`src/rtl/redrv_pwr_pkg.sv`:
```
package redrv_pwr_pkg;
  typedef enum logic [1:0] {
    PM_DOWN = 2'd0,
    PM_STBY = 2'd1,
    PM_ACT  = 2'd2
  } pm_state_e;

  localparam int unsigned N_TMR = 4;
  localparam int unsigned T_HLO = 0;
  localparam int unsigned T_HHI = 1;
  localparam int unsigned T_IDL = 2;
  localparam int unsigned T_SIG = 3;
endpackage

```
`src/rtl/redrv_hold_timer.sv`:
```
module redrv_hold_timer #(
  parameter int unsigned CYC = 8
) (
  input  logic clk_i,
  input  logic rst_ni,
  input  logic cond_i,
  output logic done_o
);
  localparam int unsigned W = $clog2(CYC + 1);
  localparam logic [W-1:0] LIM = W'(CYC);

  logic [W-1:0] cnt_q;

  always_ff @(posedge clk_i or negedge rst_ni) begin
    if (!rst_ni)            cnt_q <= '0;
    else if (!cond_i)       cnt_q <= '0;
    else if (cnt_q != LIM)  cnt_q <= cnt_q + 1'b1;
  end

  assign done_o = (cnt_q == LIM);

  a_r10_restart: assert property (@(posedge clk_i) disable iff (!rst_ni)
    !cond_i |=> (cnt_q == '0));
  a_r10_no_overrun: assert property (@(posedge clk_i) disable iff (!rst_ni)
    cnt_q <= LIM);
endmodule

```
`src/rtl/redrv_pwr_fsm.sv`:
```
module redrv_pwr_fsm
  import redrv_pwr_pkg::*;
#(
  parameter int unsigned HPD_LOW_CYC  = 12,
  parameter int unsigned HPD_HIGH_CYC = 8,
  parameter int unsigned IDLE_CYC     = 5,
  parameter int unsigned SIGDET_CYC   = 6
) (
  input  logic      clk_i,
  input  logic      rst_ni,
  input  logic      en_i,
  input  logic      hpd_i,
  input  logic      sig_det_i,
  input  logic      pd_force_i,
  input  logic      sby_dis_i,
  input  logic      hpd_bypass_i,
  output pm_state_e state_o
);
  localparam int unsigned TCYC [N_TMR] = '{HPD_LOW_CYC, HPD_HIGH_CYC, IDLE_CYC, SIGDET_CYC};

  pm_state_e          state_q, state_d;
  logic [N_TMR-1:0]   cond, done;
  logic               run;

  assign run = en_i && !pd_force_i;

  always_comb begin
    cond        = '0;
    cond[T_HLO] = run && !hpd_i && !hpd_bypass_i && (state_q != PM_DOWN);
    cond[T_HHI] = run && (hpd_i || hpd_bypass_i) && (state_q == PM_DOWN);
    cond[T_IDL] = run && !sig_det_i && !sby_dis_i && (state_q == PM_ACT);
    cond[T_SIG] = run && sig_det_i && (state_q == PM_STBY);
  end

  for (genvar g = 0; g < N_TMR; g++) begin : g_tmr
    redrv_hold_timer #(.CYC(TCYC[g])) u_tmr (
      .clk_i (clk_i),
      .rst_ni(rst_ni),
      .cond_i(cond[g]),
      .done_o(done[g])
    );
  end

  always_comb begin
    state_d = state_q;
    if (!run) begin
      state_d = PM_DOWN;
    end else begin
      unique case (state_q)
        PM_DOWN: if (done[T_HHI]) state_d = sby_dis_i ? PM_ACT : PM_STBY;
        PM_STBY: begin
          if (done[T_HLO])                     state_d = PM_DOWN;
          else if (sby_dis_i || done[T_SIG])   state_d = PM_ACT;
        end
        PM_ACT: begin
          if (done[T_HLO])      state_d = PM_DOWN;
          else if (done[T_IDL]) state_d = PM_STBY;
        end
        default: state_d = PM_DOWN;
      endcase
    end
  end

  always_ff @(posedge clk_i or negedge rst_ni) begin
    if (!rst_ni) state_q <= PM_DOWN;
    else         state_q <= state_d;
  end

  assign state_o = state_q;

  a_r1_en_low_down: assert property (@(posedge clk_i) disable iff (!rst_ni)
    !en_i |=> (state_q == PM_DOWN));
  a_r2_force_down: assert property (@(posedge clk_i) disable iff (!rst_ni)
    pd_force_i |=> (state_q == PM_DOWN));
  a_r4_hold_down: assert property (@(posedge clk_i) disable iff (!rst_ni)
    (state_q == PM_DOWN && !done[T_HHI]) |=> (state_q == PM_DOWN));
  a_r7_hold_stby: assert property (@(posedge clk_i) disable iff (!rst_ni)
    (state_q == PM_STBY && run && !sby_dis_i && !done[T_SIG] && !done[T_HLO])
      |=> (state_q == PM_STBY));
  a_r8_stay_act: assert property (@(posedge clk_i) disable iff (!rst_ni)
    (state_q == PM_ACT && run && sby_dis_i && !done[T_HLO]) |=> (state_q == PM_ACT));
  a_r9_bypass_no_down: assert property (@(posedge clk_i) disable iff (!rst_ni)
    (state_q != PM_DOWN && run && hpd_bypass_i) |=> (state_q != PM_DOWN));
endmodule

```
`src/rtl/redrv_pwr_decode.sv`:
```
module redrv_pwr_decode
  import redrv_pwr_pkg::*;
#(
  parameter int unsigned DATA_LANES = 3,
  localparam int unsigned LN = DATA_LANES + 1
) (
  input  logic          clk_i,
  input  logic          rst_ni,
  input  pm_state_e     state_i,
  input  logic          en_i,
  input  logic          hpd_i,
  input  logic          hpd_bypass_i,
  output logic          hpd_o,
  output logic          hpd_oe_o,
  output logic [LN-1:0] rx_en_o,
  output logic [LN-1:0] tx_en_o,
  output logic          ddc_en_o
);
  logic up, act;

  assign up  = en_i && (state_i != PM_DOWN);
  assign act = en_i && (state_i == PM_ACT);

  assign hpd_oe_o = en_i;
  assign hpd_o    = up && (hpd_i || hpd_bypass_i);
  assign ddc_en_o = en_i;

  for (genvar l = 0; l < LN; l++) begin : g_lane
    if (l == 0) begin : g_clk
      assign rx_en_o[l] = up;
    end else begin : g_dat
      assign rx_en_o[l] = act;
    end
    assign tx_en_o[l] = act;
  end

  a_r1_all_off: assert property (@(posedge clk_i) disable iff (!rst_ni)
    !en_i |-> (rx_en_o == '0 && tx_en_o == '0 && !ddc_en_o && !hpd_oe_o));
  a_r5_stby_masks: assert property (@(posedge clk_i) disable iff (!rst_ni)
    (en_i && state_i == PM_STBY) |-> (rx_en_o == LN'(1) && tx_en_o == '0 && ddc_en_o));
  a_r2_down_hpd_low: assert property (@(posedge clk_i) disable iff (!rst_ni)
    (en_i && state_i == PM_DOWN) |-> (hpd_oe_o && !hpd_o && rx_en_o == '0));
endmodule

```
`src/rtl/redrv_pwr_ctrl.sv`:
```
module redrv_pwr_ctrl
  import redrv_pwr_pkg::*;
#(
  parameter int unsigned DATA_LANES   = 3,
  parameter int unsigned HPD_LOW_CYC  = 12,
  parameter int unsigned HPD_HIGH_CYC = 8,
  parameter int unsigned IDLE_CYC     = 5,
  parameter int unsigned SIGDET_CYC   = 6
) (
  input  logic                  clk_i,
  input  logic                  rst_ni,
  input  logic                  en_i,
  input  logic                  hpd_i,
  input  logic                  sig_det_i,
  input  logic                  pd_force_i,
  input  logic                  sby_dis_i,
  input  logic                  hpd_bypass_i,
  output logic                  hpd_o,
  output logic                  hpd_oe_o,
  output logic [DATA_LANES:0]   rx_en_o,
  output logic [DATA_LANES:0]   tx_en_o,
  output logic                  ddc_en_o,
  output logic [1:0]            state_o
);
  pm_state_e st;

  redrv_pwr_fsm #(
    .HPD_LOW_CYC (HPD_LOW_CYC),
    .HPD_HIGH_CYC(HPD_HIGH_CYC),
    .IDLE_CYC    (IDLE_CYC),
    .SIGDET_CYC  (SIGDET_CYC)
  ) u_fsm (
    .clk_i       (clk_i),
    .rst_ni      (rst_ni),
    .en_i        (en_i),
    .hpd_i       (hpd_i),
    .sig_det_i   (sig_det_i),
    .pd_force_i  (pd_force_i),
    .sby_dis_i   (sby_dis_i),
    .hpd_bypass_i(hpd_bypass_i),
    .state_o     (st)
  );

  redrv_pwr_decode #(.DATA_LANES(DATA_LANES)) u_dec (
    .clk_i       (clk_i),
    .rst_ni      (rst_ni),
    .state_i     (st),
    .en_i        (en_i),
    .hpd_i       (hpd_i),
    .hpd_bypass_i(hpd_bypass_i),
    .hpd_o       (hpd_o),
    .hpd_oe_o    (hpd_oe_o),
    .rx_en_o     (rx_en_o),
    .tx_en_o     (tx_en_o),
    .ddc_en_o    (ddc_en_o)
  );

  assign state_o = st;

  a_r11_legal_code: assert property (@(posedge clk_i) disable iff (!rst_ni)
    state_o != 2'd3);
endmodule

```
`config.mk`:
```
export PLATFORM = sky130hd
export DESIGN_NAME = redrv_pwr_ctrl
export DESIGN_NICKNAME = d
export VERILOG_FILES = /design/src/rtl/redrv_pwr_pkg.sv /design/src/rtl/redrv_hold_timer.sv /design/src/rtl/redrv_pwr_fsm.sv /design/src/rtl/redrv_pwr_decode.sv /design/src/rtl/redrv_pwr_ctrl.sv
export SDC_FILE = /design/constraint.sdc
export NUM_CORES = 1
export LEC_CHECK = 0
export BUFFER_PORTS_ARGS = -buffer_cell sky130_fd_sc_hd__buf_2
export CAP_MARGIN = 30
export CORE_ASPECT_RATIO = 2
export CORE_MARGIN = 2
export CORE_UTILIZATION = 40
export CTS_BUF_LIST = sky130_fd_sc_hd__clkbuf_8
export DETAILED_ROUTE_END_ITERATION = 6
export PLACE_DENSITY_LB_ADDON = 0.12
export SLEW_MARGIN = 10
export SYNTH_ARGS = -nofsm -noshare
export SYNTH_HDL_FRONTEND = slang
export SYNTH_HIERARCHICAL = 1
export SYNTH_SLANG_ARGS = --single-unit
```
`constraint.sdc`:
```
create_clock -name clk_i -period 1.6 [get_ports clk_i]
set_clock_uncertainty 0.15 [all_clocks]
set_input_delay 0.32 -clock clk_i [delete_from_list [all_inputs] [get_ports clk_i]]
set_output_delay 0.32 -clock clk_i [all_outputs]
set_load 0.03 [all_outputs]
```
==> summary.md, run 1 <==
| Metric | Value |
|---|---|
| Violations in the final reports | `setup timing` |
| Peak VDD IR | `0.3940 mV` |
| Area grow syn2layout | `25.96%` |
| Util after Layout | `0.5144` |
| Area share of the largest cell type after synthesis | `0.3628` |
| Area inside the core boundary | `2703 um^2` |
| Placed cell count | `160` |
| Post-Syn Instances | `114` |
| Worst min-delay path startpoint | `sby_dis_i` |
| Register cell area after layout | `401.6 um^2` |
| Fmax | `0.6109 GHz` |
| Top cell type by total area after synthesis | `sky130_fd_sc_hd__dfrtp_1` |
| Via total after detailed routing | `907` |
| Crit path required time | `1130 ps` |
| Overall die width | `41.14 um` |
| Final count of negative-setup-slack endpoints | `8` |
| Proportion of power drawn by combinational gates | `0.070` |
| Total length of routed wires | `2.433 mm` |
| Number of warnings reported in the yosys synthesis log | `6` |
| Proportion of synthesized chip area in sequential cells | `0.3628` |
| Nets | `158` |
| Critical path type | `flop to output pin` |
| Routability Congestion | `0.7572` |
| Count of placed standard cells in the final layout, fillers left out | `170` |
| ANT nets after route | `0` |
| Level count of the clock H-tree | `1` |
| Largest net degree at the start of global routing | `17` |
| Most frequent cells in the layout | `22 x sky130_fd_sc_hd__buf_4, 15 x sky130_fd_sc_hd__dfrtp_1, 11 x sky130_fd_sc_hd__buf_2, 8 x sky130_fd_sc_hd__nand2_1` |
| Worst min-delay path category | `primary input to flop` |
| Layout cell share with drive strength beyond 1 | `0.4184` |
| Final critical path time including I/O delays and setup | `1637 ps` |
| Status | `finished with violations` |
| Post-route total power | `0.0008362 W` |
| Average size of a mapped cell | `9.680 um^2` |
| Arrival time of the worst setup path | `1170 ps` |
| Switching power | `0.0001884 W` |
| Unrepaired setup endpoints after global routing | `yes` |
| Count of unique library cells instantiated by Yosys | `32` |
| Number of antenna cells inserted | `0` |
| Setup crit start | `u_fsm/state_o[0]` |
| Maximum fanout along the worst path | `7` |
| Combined area of the multi-input logic cells | `610.6 um^2` |
| First-pass GRT wire length | `3.822 mm` |
| Number of global-route vias before repair | `869` |
| Cell types with the largest area share after synthesis | `sky130_fd_sc_hd__dfrtp_1 36%, sky130_fd_sc_hd__ha_1 9.1%, sky130_fd_sc_hd__buf_4 7.5%` |
| Number of clock sinks | `16` |
| Detailed-route wire length per cell | `14.31 um` |
| Max_slew headroom | `0.7455` |
| Total of fill cells in the finished design | `274` |
| Yosys reg bits | `16` |
| Number of buffers added by the clock tree synthesis step | `3` |
| Number of placed I/O pins | `21` |
| Die Footprint | `3220 um^2` |
| Final std cell area, no fill | `1390 um^2` |
| Number of pins with negative max-slew slack in the final report | `0` |
| Violation count after the first detailed-route iteration | `23` |
| Die Y-Extent | `78.28 um` |
| Portion of total power attributed to sequential cells | `0.488` |
| Avg Vias per Cell | `5.335` |
| Post-synth design cell area | `1104 um^2` |
| Hold slack final | `296.1 ps` |
| DPL Wire Length | `1.733 mm` |
| Total routing resource utilization after global routing | `0.1682` |
| Critical path startpoint category | `flop` |
| Clock Power Share | `0.442` |
| Launch instance of the worst register-to-register path | `u_fsm/g_tmr[2].u_tmr/cnt_q[0]` |
| CTS root buffer | `sky130_fd_sc_hd__clkbuf_8` |
| TritonCTS clock tree | `yes` |
| Post-route DRC | `0` |
| Starting utilization of the core area | `0.4083` |
| Final Hold Fails | `0` |
| Most common library cell in the layout ignoring fill and taps | `sky130_fd_sc_hd__buf_4` |
| Grt total ovfl | `0` |
| Deepest clock path buffer count | `2` |
| Internal power | `0.0006477 W` |
| Final critical-path setup slack | `-36.97 ps` |
| Initial antenna violation count | `0` |
| Clock latency on the worst-skew pair | `250 ps` |
| Input/output buffers | `20` |
| Max-cap viol count | `0` |
| Post-DP Area | `1216 um^2` |
| Final Cycle Share | `1.023` |
| Placement Rows | `27` |
| Syn Nets | `130` |
| Standby leakage power | `0.6335 nW` |
| Type of element capturing the critical path | `output pin` |
| Share of total power consumed by net switching | `0.2254` |
| Cell Pwr Density | `601.5 nW/um^2` |
| Least-Margin Pin Slew | `381.8 ps` |
| Clk pin slew, worst setup/hold paths | `70 ps` |
| 1st-pass router iterations | `4` |
[critical path: stages (launching register included)]
cell and delay [ps]:
sky130_fd_sc_hd__dfrtp_2 430, sky130_fd_sc_hd__and3b_2 300, sky130_fd_sc_hd__buf_4 180
[cells by family after synthesis]
kind of cell	Yosys count	share of synthesized area
xor gates and xnor gates	2	0.01588
adders and majority gates	8	0.09071
and+or+nand+nor	43	0.2517
DFF	16	0.3628
buffers and inverters	22	0.1258
muxes	3	0.02721
AOI/OAI and AO/OA	20	0.1258
[registers in the layout, indices dropped and copies added, names as in the netlist]
signal,flops
u_fsm/state_o,2
u_fsm/g_tmr.u_tmr/cnt_q,14
[path summary, 6_finish.rpt]
| path | to | slack, ps | cells after the start |
|---|---|---|---|
| setup / recovery | tx_en_o[0] | -40 | 2 |
| hold / removal | u_fsm/state_o[0] | 300 | 4 |
| setup reg to reg | u_fsm/state_o[1] | 110 | 5 |
| hold reg to reg | u_fsm/g_tmr[2].u_tmr/cnt_q[2] | 400 | 1 |
| max in group asynchronous | u_fsm/state_o[0] | 640 | 2 |
| min in group asynchronous | u_fsm/state_o[0] | 370 | 2 |
[Yosys cell counts (all sizes together)]
master	instances
a31o	1
buf	13
a21oi	3
nor2	6
and2	4
nor4b	2
o311a	1
o21a	1
nor3	2
nand3	3
ha	8
a31oi	5
nand2	8
nand2b	7
and3	1
inv	9
o221a	1
o21ai	8
nor2b	1
nor4	2
nand3b	2
nand4	4
and3b	1
dfrtp	16
xnor2	2
mux2i	3
[layer usage]
metal,routed length (um),vias to the layer above,global-route usage
met1,921,443,0.1840
met5,0,-,0
met3,86,4,0.01695
li1,-,437,-
met4,27,0,0.07097
met2,1397,23,0.2969
[timing repair]
action	CTS	global route
hold buffers	1	0
endpoints found under the hold margin	16	0
resized for setup	10	14
cloned	0	0
pin swaps	0	2
setup buffers	4	1
setup endpoints to repair	9	14
[power by group through the flow]
stage	sequential (W)	combinational, W	clock, W
finish	0.000408	0.0000582	0.000370
floorplan	0.000415	0.0000235	0
CTS	0.000408	0.0000545	0.000378
global route	0.000408	0.0000662	0.000396
global placement	0.000415	0.0000522	0
detailed placement	0.000415	0.0000525	0
[area by class of cell]
| type | count | share of cell area |
|---|---|---|
| Multi-Input combinational cell | 76 | 0.4392 |
| Sequential cell | 16 | 0.2889 |
| Timing Repair Buffer | 36 | 0.1818 |
| Clock buffer | 4 | 0.03960 |
| Tap cell | 29 | 0.02610 |
| Inverter | 9 | 0.02430 |
[stage by stage]
stage                     TNS (ps)  setup slack, ps
after floorplan                  0            8.505
after global placement      -15.33           -15.33
after detailed placement    -23.32           -23.32
after CTS                   -262.1           -38.47
after global routing        -728.6           -99.00
final                       -253.4           -36.97
Power figures use the tool's default switching activity.
==> run 2: changes to the inputs <==
==> constraint.sdc (replaced) <==
create_clock -name clk_i -period 1.9 [get_ports clk_i]
set_clock_uncertainty 0.15 [all_clocks]
set_input_delay 0.38 -clock clk_i [delete_from_list [all_inputs] [get_ports clk_i]]
set_output_delay 0.38 -clock clk_i [all_outputs]
set_load 0.03 [all_outputs]
==> summary.md, run 2 (same netlist as run 1, synthesis figures left out) <==
| Metric | Value |
|---|---|
| Status | `complete, no violations` |
| Clock latency on the worst-skew pair | `250 ps (about the same)` |
| Util after Layout | `0.4588 (-0.05556)` |
| Global-route met1 utilization | `0.1721 (-0.01187)` |
| Crit path required time | `1370 ps (+240 ps)` |
| Number of flip-flops in the largest register | `14 (unchanged)` |
| Starting utilization of the core area | `0.4083 (unchanged)` |
| Die Footprint | `3220 um^2 (unchanged)` |
| Kind of cell adding the most delay to the critical path | `flip-flops` |
| Die Y-Extent | `78.28 um (unchanged)` |
| Arrival time of the worst setup path | `1270 ps (+100 ps)` |
| Input/output buffers | `20 (unchanged)` |
| Switching power | `0.0001424 W (-24%)` |
| Grt total ovfl | `0 (unchanged)` |
| Fmax | `0.5565 GHz` |
| Number of pins with negative max-slew slack in the final report | `0 (unchanged)` |
| First-pass GRT wire length | `3.256 mm (-15%)` |
| Detailed-route wire length per cell | `12.46 um (-13%)` |
| Share of total power consumed by net switching | `0.2084 (-0.01694)` |
| Overall die width | `41.14 um (unchanged)` |
| Critical path startpoint category | `flop` |
| Number of buffers and inverters on the critical path | `1 (unchanged)` |
| Slowest library cell on the worst path | `sky130_fd_sc_hd__dfrtp_2` |
| Delay of the slowest cell on the worst path | `500 ps (+70 ps)` |
| Setup tns final | `0 ps (+253.4 ps)` |
| Number of buffers added by the clock tree synthesis step | `3 (unchanged)` |
| Post-route DRC | `0 (unchanged)` |
| Placed cell count | `155 (-3.1%)` |
| Register name with the most flops | `u_fsm/g_tmr.u_tmr/cnt_q` |
| Most common library cell in the layout ignoring fill and taps | `sky130_fd_sc_hd__buf_2` |
| CTS root buffer | `sky130_fd_sc_hd__clkbuf_8` |
| Largest net degree at the start of global routing | `17 (unchanged)` |
| Post-DP Area | `1172 um^2 (-3.6%)` |
| Most frequent cells in the layout | `20 x sky130_fd_sc_hd__buf_2, 14 x sky130_fd_sc_hd__dfrtp_1, 9 x sky130_fd_sc_hd__inv_1, 8 x sky130_fd_sc_hd__nand2_1, 8 x sky130_fd_sc_hd__ha_1` |
| Global routing's busiest layer | `met2` |
| Met3 Track Usage GR | `0.01695 (unchanged)` |
| Number of global-route vias before repair | `764 (-12%)` |
| Max-cap viol count | `0 (unchanged)` |
| Final critical path time including I/O delays and setup | `1797 ps` |
| TritonCTS clock tree | `yes` |
| Worst min-delay path category | `primary input to flop` |
| Count of placed standard cells in the final layout, fillers left out | `160 (-5.9%)` |
| Layout cell share with drive strength beyond 1 | `0.3206 (-0.09783)` |
| ANT nets after route | `0 (unchanged)` |
| Routability Congestion | `0.7323 (-3.3%)` |
| Nets | `148 (-6.3%)` |
| Maximum fanout along the worst path | `13 (+6)` |
| Final std cell area, no fill | `1240 um^2 (-11%)` |
| Level count of the clock H-tree | `1 (unchanged)` |
| Violation count after the first detailed-route iteration | `18 (-22%)` |
| Type of element capturing the critical path | `output pin` |
| Initial antenna violation count | `0 (unchanged)` |
| Unrepaired setup endpoints after global routing | `no` |
| Number of antenna cells inserted | `0 (unchanged)` |
| Via total after detailed routing | `832 (-8.3%)` |
| 1st-pass router iterations | `4 (unchanged)` |
| Post-route total power | `0.0006834 W (-18%)` |
| Number of clock sinks | `16 (unchanged)` |
| Final Cycle Share | `0.9458` |
| Area grow syn2layout | `12.36%` |
| Avg Vias per Cell | `5.200 (-2.5%)` |
| Deepest clock path buffer count | `2 (unchanged)` |
| Least-Margin Pin Slew | `372.5 ps (-9.353 ps)` |
| Internal power | `0.0005409 W (-16%)` |
| Critical path type | `flop to output pin` |
| Placement Rows | `27 (unchanged)` |
| Cell Pwr Density | `551.1 nW/um^2 (-8.4%)` |
| Proportion of power drawn by combinational gates | `0.060 (-0.010)` |
| Clock Power Share | `0.436 (-0.006)` |
| Met2 GRT Util | `0.2344 (-0.06250)` |
| Number of placed I/O pins | `21 (unchanged)` |
| Total routing resource utilization after global routing | `0.1432 (-0.02500)` |
| Standby leakage power | `0.5772 nW (-8.9%)` |
| Peak VDD IR | `0.4040 mV (+2.5%)` |
| Total length of routed wires | `1.994 mm (-18%)` |
| Final count of negative-setup-slack endpoints | `0 (-8)` |
| Worst path cell trace | `and3b_2 -> buf_2` |
| Final Hold Fails | `0 (unchanged)` |
| Portion of total power attributed to sequential cells | `0.504 (+0.016)` |
| DPL Wire Length | `1.551 mm (-10%)` |
| Clk pin slew, worst setup/hold paths | `60 ps (about the same)` |
| Area inside the core boundary | `2703 um^2 (unchanged)` |
| Max_slew headroom | `0.7517 (+0.006235)` |
## run 2: cell count changes in the layout (fill, tap and decap cells not counted), moves of 2 or more
cell and change:
sky130_fd_sc_hd__buf_4 -17, sky130_fd_sc_hd__ha_1 +2, sky130_fd_sc_hd__nor4_2 -2, sky130_fd_sc_hd__buf_6 -2
sky130_fd_sc_hd__nor4_1 +2, sky130_fd_sc_hd__inv_2 -2, sky130_fd_sc_hd__inv_1 +2, sky130_fd_sc_hd__buf_2 +9
## run 2: per-layer routing
layer  share of wire  vias up
li1                -      421
met1            0.42      400
met2            0.55        9
met3           0.025        2
met4           0.010        0
met5               0        -
## run 2: final cells by class
class	count	area [um^2]
tap	29	36.28
timing repair buffer	26	147.6
fill	269	1463
inverter	9	33.78
sequential	16	402.9
clock buffer	4	55.05
multi-input combinational	76	564.3
## run 2: worst register-to-register path, stage by stage (launching register included)
cell	delay [ps]
sky130_fd_sc_hd__dfrtp_1	380
sky130_fd_sc_hd__inv_1	70
sky130_fd_sc_hd__ha_1	190
sky130_fd_sc_hd__and3_1	260
sky130_fd_sc_hd__nor4b_2	280
sky130_fd_sc_hd__a31oi_1	60
sky130_fd_sc_hd__a21oi_1	140
## run 2: through the flow
| stage | hold slack (ps) | worst slack [ps] |
|---|---|---|
| floorplan | -65.59 | 119.1 |
| global placement | 179.1 | 205.4 |
| detailed placement | 178.2 | 236.5 |
| CTS | 359.0 | 20.91 |
| global route | 384.4 | 49.82 |
| finish | 363.7 | 102.9 |
## run 2: timing repair
| item | in CTS | in global routing |
|---|---|---|
| hold buffers | 1 | 0 |
| endpoints found under the setup margin | 0 | 7 |
| buffers inserted | 0 | 0 |
| hold endpoints to repair | 16 | 0 |
| gates resized for setup | 0 | 2 |
## run 2: final timing paths
check	depth (start not counted)	endpoint	slack, ps	startpoint
max reg2reg	6	u_fsm/state_o[1]	280	u_fsm/g_tmr[0].u_tmr/cnt_q[1]
min	3	u_fsm/state_o[1]	360	sby_dis_i
min in group asynchronous	2	u_fsm/g_tmr[0].u_tmr/cnt_q[2]	430	rst_ni
max	2	rx_en_o[1]	100	u_fsm/state_o[0]
min reg2reg	1	u_fsm/g_tmr[3].u_tmr/cnt_q[2]	390	u_fsm/g_tmr[3].u_tmr/cnt_q[2]
max in group asynchronous	2	u_fsm/state_o[1]	880	rst_ni
## run 2: power by group through the flow
stage | Combinational [W] | Sequential [W] | Clock [W]
floorplan | 0.0000195 | 0.000350 | 0
global placement | 0.0000408 | 0.000350 | 0
detailed placement | 0.0000409 | 0.000351 | 0
CTS | 0.0000425 | 0.000344 | 0.000311
global route | 0.0000465 | 0.000344 | 0.000325
finish | 0.0000412 | 0.000344 | 0.000298
==> run 3: changes to the inputs <==
--- a/config.mk
+++ b/config.mk
@@ -12,6 +12,7 @@
 export CORE_UTILIZATION = 40
 export CTS_BUF_LIST = sky130_fd_sc_hd__clkbuf_8
 export DETAILED_ROUTE_END_ITERATION = 6
+export GPL_TIMING_DRIVEN = 0
 export PLACE_DENSITY_LB_ADDON = 0.12
 export SLEW_MARGIN = 10
 export SYNTH_ARGS = -nofsm -noshare
==> constraint.sdc (replaced) <==
create_clock -name clk_i -period 1.7 [get_ports clk_i]
set_clock_uncertainty 0.15 [all_clocks]
set_input_delay 0.34 -clock clk_i [delete_from_list [all_inputs] [get_ports clk_i]]
set_output_delay 0.34 -clock clk_i [all_outputs]
set_load 0.03 [all_outputs]
==> summary.md, run 3 (same netlist as run 1, synthesis figures left out) <==
| Metric | Value |
|---|---|
| First-pass GRT wire length | `3.546 mm (+8.9%)` |
| Clk pin slew, worst setup/hold paths | `60 ps (about the same)` |
| Number of pins with negative max-slew slack in the final report | `0 (unchanged)` |
| Kind of cell adding the most delay to the critical path | `flip-flops` |
| Critical path startpoint category | `flop` |
| Standby leakage power | `0.6511 nW (+13%)` |
| Least-Margin Pin Slew | `441.4 ps (+68.89 ps)` |
| Input/output buffers | `20 (unchanged)` |
| Critical path type | `flop to output pin` |
| Delay of the slowest cell on the worst path | `440 ps (-60 ps)` |
| Final Cycle Share | `1.016` |
| Final critical path time including I/O delays and setup | `1726 ps` |
| Number of antenna cells inserted | `0 (unchanged)` |
| Avg Vias per Cell | `5.158 (-0.81%)` |
| Fmax | `0.5793 GHz` |
| Total of fill cells in the finished design | `259 (-3.7%)` |
| Number of cell instances on the worst register-to-register path | `5 (-1)` |
| Worst reg2reg endpoint | `u_fsm/state_o[1]` |
| Unrepaired setup endpoints after global routing | `yes` |
| 1st-pass router iterations | `4 (unchanged)` |
| Max_slew headroom | `0.7036 (-0.04814)` |
| Detailed-route wire length per cell | `12.47 um (about the same)` |
| Number of placed I/O pins | `21 (unchanged)` |
| Deepest clock path buffer count | `2 (unchanged)` |
| Overall die width | `41.14 um (unchanged)` |
| Hold slack final | `289.7 ps (-74.03 ps)` |
| Most common library cell in the layout ignoring fill and taps | `sky130_fd_sc_hd__dfrtp_1` |
| Status | `finished with violations` |
| DPL Wire Length | `1.586 mm (+2.3%)` |
| Cell Pwr Density | `540.9 nW/um^2 (-1.9%)` |
| Worst Setup Slack post-DPL | `-104.6 ps (-341.1 ps)` |
| Via total after detailed routing | `882 (+6.0%)` |
| Slowest library cell on the worst path | `sky130_fd_sc_hd__dfrtp_2` |
| Max-cap viol count | `0 (unchanged)` |
| Final count of negative-setup-slack endpoints | `7 (+7)` |
| Post-route DRC | `0 (unchanged)` |
| Violation count after the first detailed-route iteration | `15 (-3)` |
| Register name with the most flops | `u_fsm/g_tmr.u_tmr/cnt_q` |
| Routability Congestion | `0.7134 (-2.6%)` |
| Placement Rows | `27 (unchanged)` |
| Total routing resource utilization after global routing | `0.1530 (+0.009876)` |
| TritonCTS clock tree | `yes` |
| Number of buffers and inverters on the critical path | `2 (+1)` |
| Largest net degree at the start of global routing | `17 (unchanged)` |
| Hold Crit Depth | `3 (unchanged)` |
| Violations in the final reports | `setup timing` |
| Maximum fanout along the worst path | `7 (-6)` |
| CTS root buffer | `sky130_fd_sc_hd__clkbuf_8` |
| Arrival time of the worst setup path | `1240 ps (-30 ps)` |
| Most frequent cells in the layout | `15 x sky130_fd_sc_hd__dfrtp_1, 13 x sky130_fd_sc_hd__buf_4, 12 x sky130_fd_sc_hd__buf_2, 11 x sky130_fd_sc_hd__buf_6, 9 x sky130_fd_sc_hd__inv_1` |
| Worst path cell trace | `and3b_2 -> buf_4 -> buf_6` |
| Crit path required time | `1210 ps (-160 ps)` |
| Clock latency on the worst-skew pair | `250 ps (about the same)` |
| Launch instance of the worst register-to-register path | `u_fsm/g_tmr[2].u_tmr/cnt_q[0]` |
| Number of flip-flops in the largest register | `14 (unchanged)` |
| Worst min-delay path startpoint | `hpd_bypass_i` |
| Area grow syn2layout | `29.14%` |
| Final critical-path setup slack | `-26.36 ps (-129.3 ps)` |
| Number of global-route vias before repair | `881 (+15%)` |
| Type of element capturing the critical path | `output pin` |
| Number of clock sinks | `16 (unchanged)` |
| Level count of the clock H-tree | `1 (unchanged)` |
| Die Footprint | `3220 um^2 (unchanged)` |
| Nets | `159 (+7.4%)` |
| Area inside the core boundary | `2703 um^2 (unchanged)` |
| Worst min-delay path category | `primary input to flop` |
| Peak VDD IR | `0.3375 mV (-16%)` |
| Die Y-Extent | `78.28 um (unchanged)` |
| Hold path endpoint | `u_fsm/g_tmr[0].u_tmr/cnt_q[3]` |
| Grt total ovfl | `0 (unchanged)` |
| Total length of routed wires | `2.132 mm (+6.9%)` |
| Number of buffers added by the clock tree synthesis step | `3 (unchanged)` |
| ANT nets after route | `0 (unchanged)` |
| Starting utilization of the core area | `0.4083 (unchanged)` |
| Layout cell share with drive strength beyond 1 | `0.4014 (+0.08080)` |
| Final Hold Fails | `0 (unchanged)` |
| FF-to-FF setup slack | `130 ps (-150 ps)` |
| Initial antenna violation count | `0 (unchanged)` |
[run 3: metal layers]
layer	vias up	part of all wire	track usage	routed length (um)
met5	-	0	0	0
met4	0	0.011	0.06774	23
met3	2	0.045	0.01977	96
met2	19	0.56	0.2516	1190
met1	420	0.39	0.1846	821
li1	441	-	-	-
[run 3: worst max path at each step]
stage                                        startpoint                       endpoint  cells past startpoint
after global routing                   u_fsm/state_o[0]                     tx_en_o[2]                      3
after detailed placement                     pd_force_i  u_fsm/g_tmr[0].u_tmr/cnt_q[2]                      5
final                                  u_fsm/state_o[0]                     rx_en_o[3]                      3
after floorplan           u_fsm/g_tmr[0].u_tmr/cnt_q[0]               u_fsm/state_o[1]                      7
after CTS                              u_fsm/state_o[0]                     tx_en_o[2]                      3
after global placement                       pd_force_i  u_fsm/g_tmr[1].u_tmr/cnt_q[1]                      5
[run 3: area by class of cell]
cell class	count	area (um^2)	area share
Buffer	13	105.1	0.07375
Clock buffer	4	55.05	0.03863
Inverter	9	33.78	0.02370
Multi-Input combinational cell	76	606.8	0.4258
Sequential cell	16	401.6	0.2818
Tap cell	29	36.28	0.02546
Timing Repair Buffer	24	186.4	0.1308
[run 3: what timing repair did]
action                                  in CTS  in global routing
resized for setup                           16                  8
setup buffers                                3                  0
hold endpoints to repair                    16                  0
pin swaps                                    0                  2
endpoints found under the setup margin       8                 22
hold buffers                                 1                  0
[run 3: worst reg2reg max path, stage by stage, from the launching register on]
cell and delay [ps]:
sky130_fd_sc_hd__dfrtp_1 420, sky130_fd_sc_hd__ha_1 260, sky130_fd_sc_hd__and2_4 200, sky130_fd_sc_hd__nor4b_4 260, sky130_fd_sc_hd__a31oi_1 70, sky130_fd_sc_hd__a21oi_1 130
[run 3: through the flow]
step	area (um^2)	setup TNS (ps)	power (W)	std cells	util
floorplan	1110	0	0.0004132	114	-
global placement	1246	-173.8	0.0004386	163	0.4611
detailed placement	1246	-358.8	0.0004388	163	0.4611
CTS	1384	-224.7	0.0007871	171	0.5120
global route	1425	-606.5	0.0008085	171	0.5273
finish	1425	-159.3	0.0007708	171	0.5273
[run 3: power by group]
part	leakage [nW]	switching (W)	internal [W]
Combinational	0.401	0.0000320	0.0000186
Sequential	0.221	0.00000181	0.000383
Clock	0.0288	0.000130	0.000205
Total	0.651	0.000164	0.000607
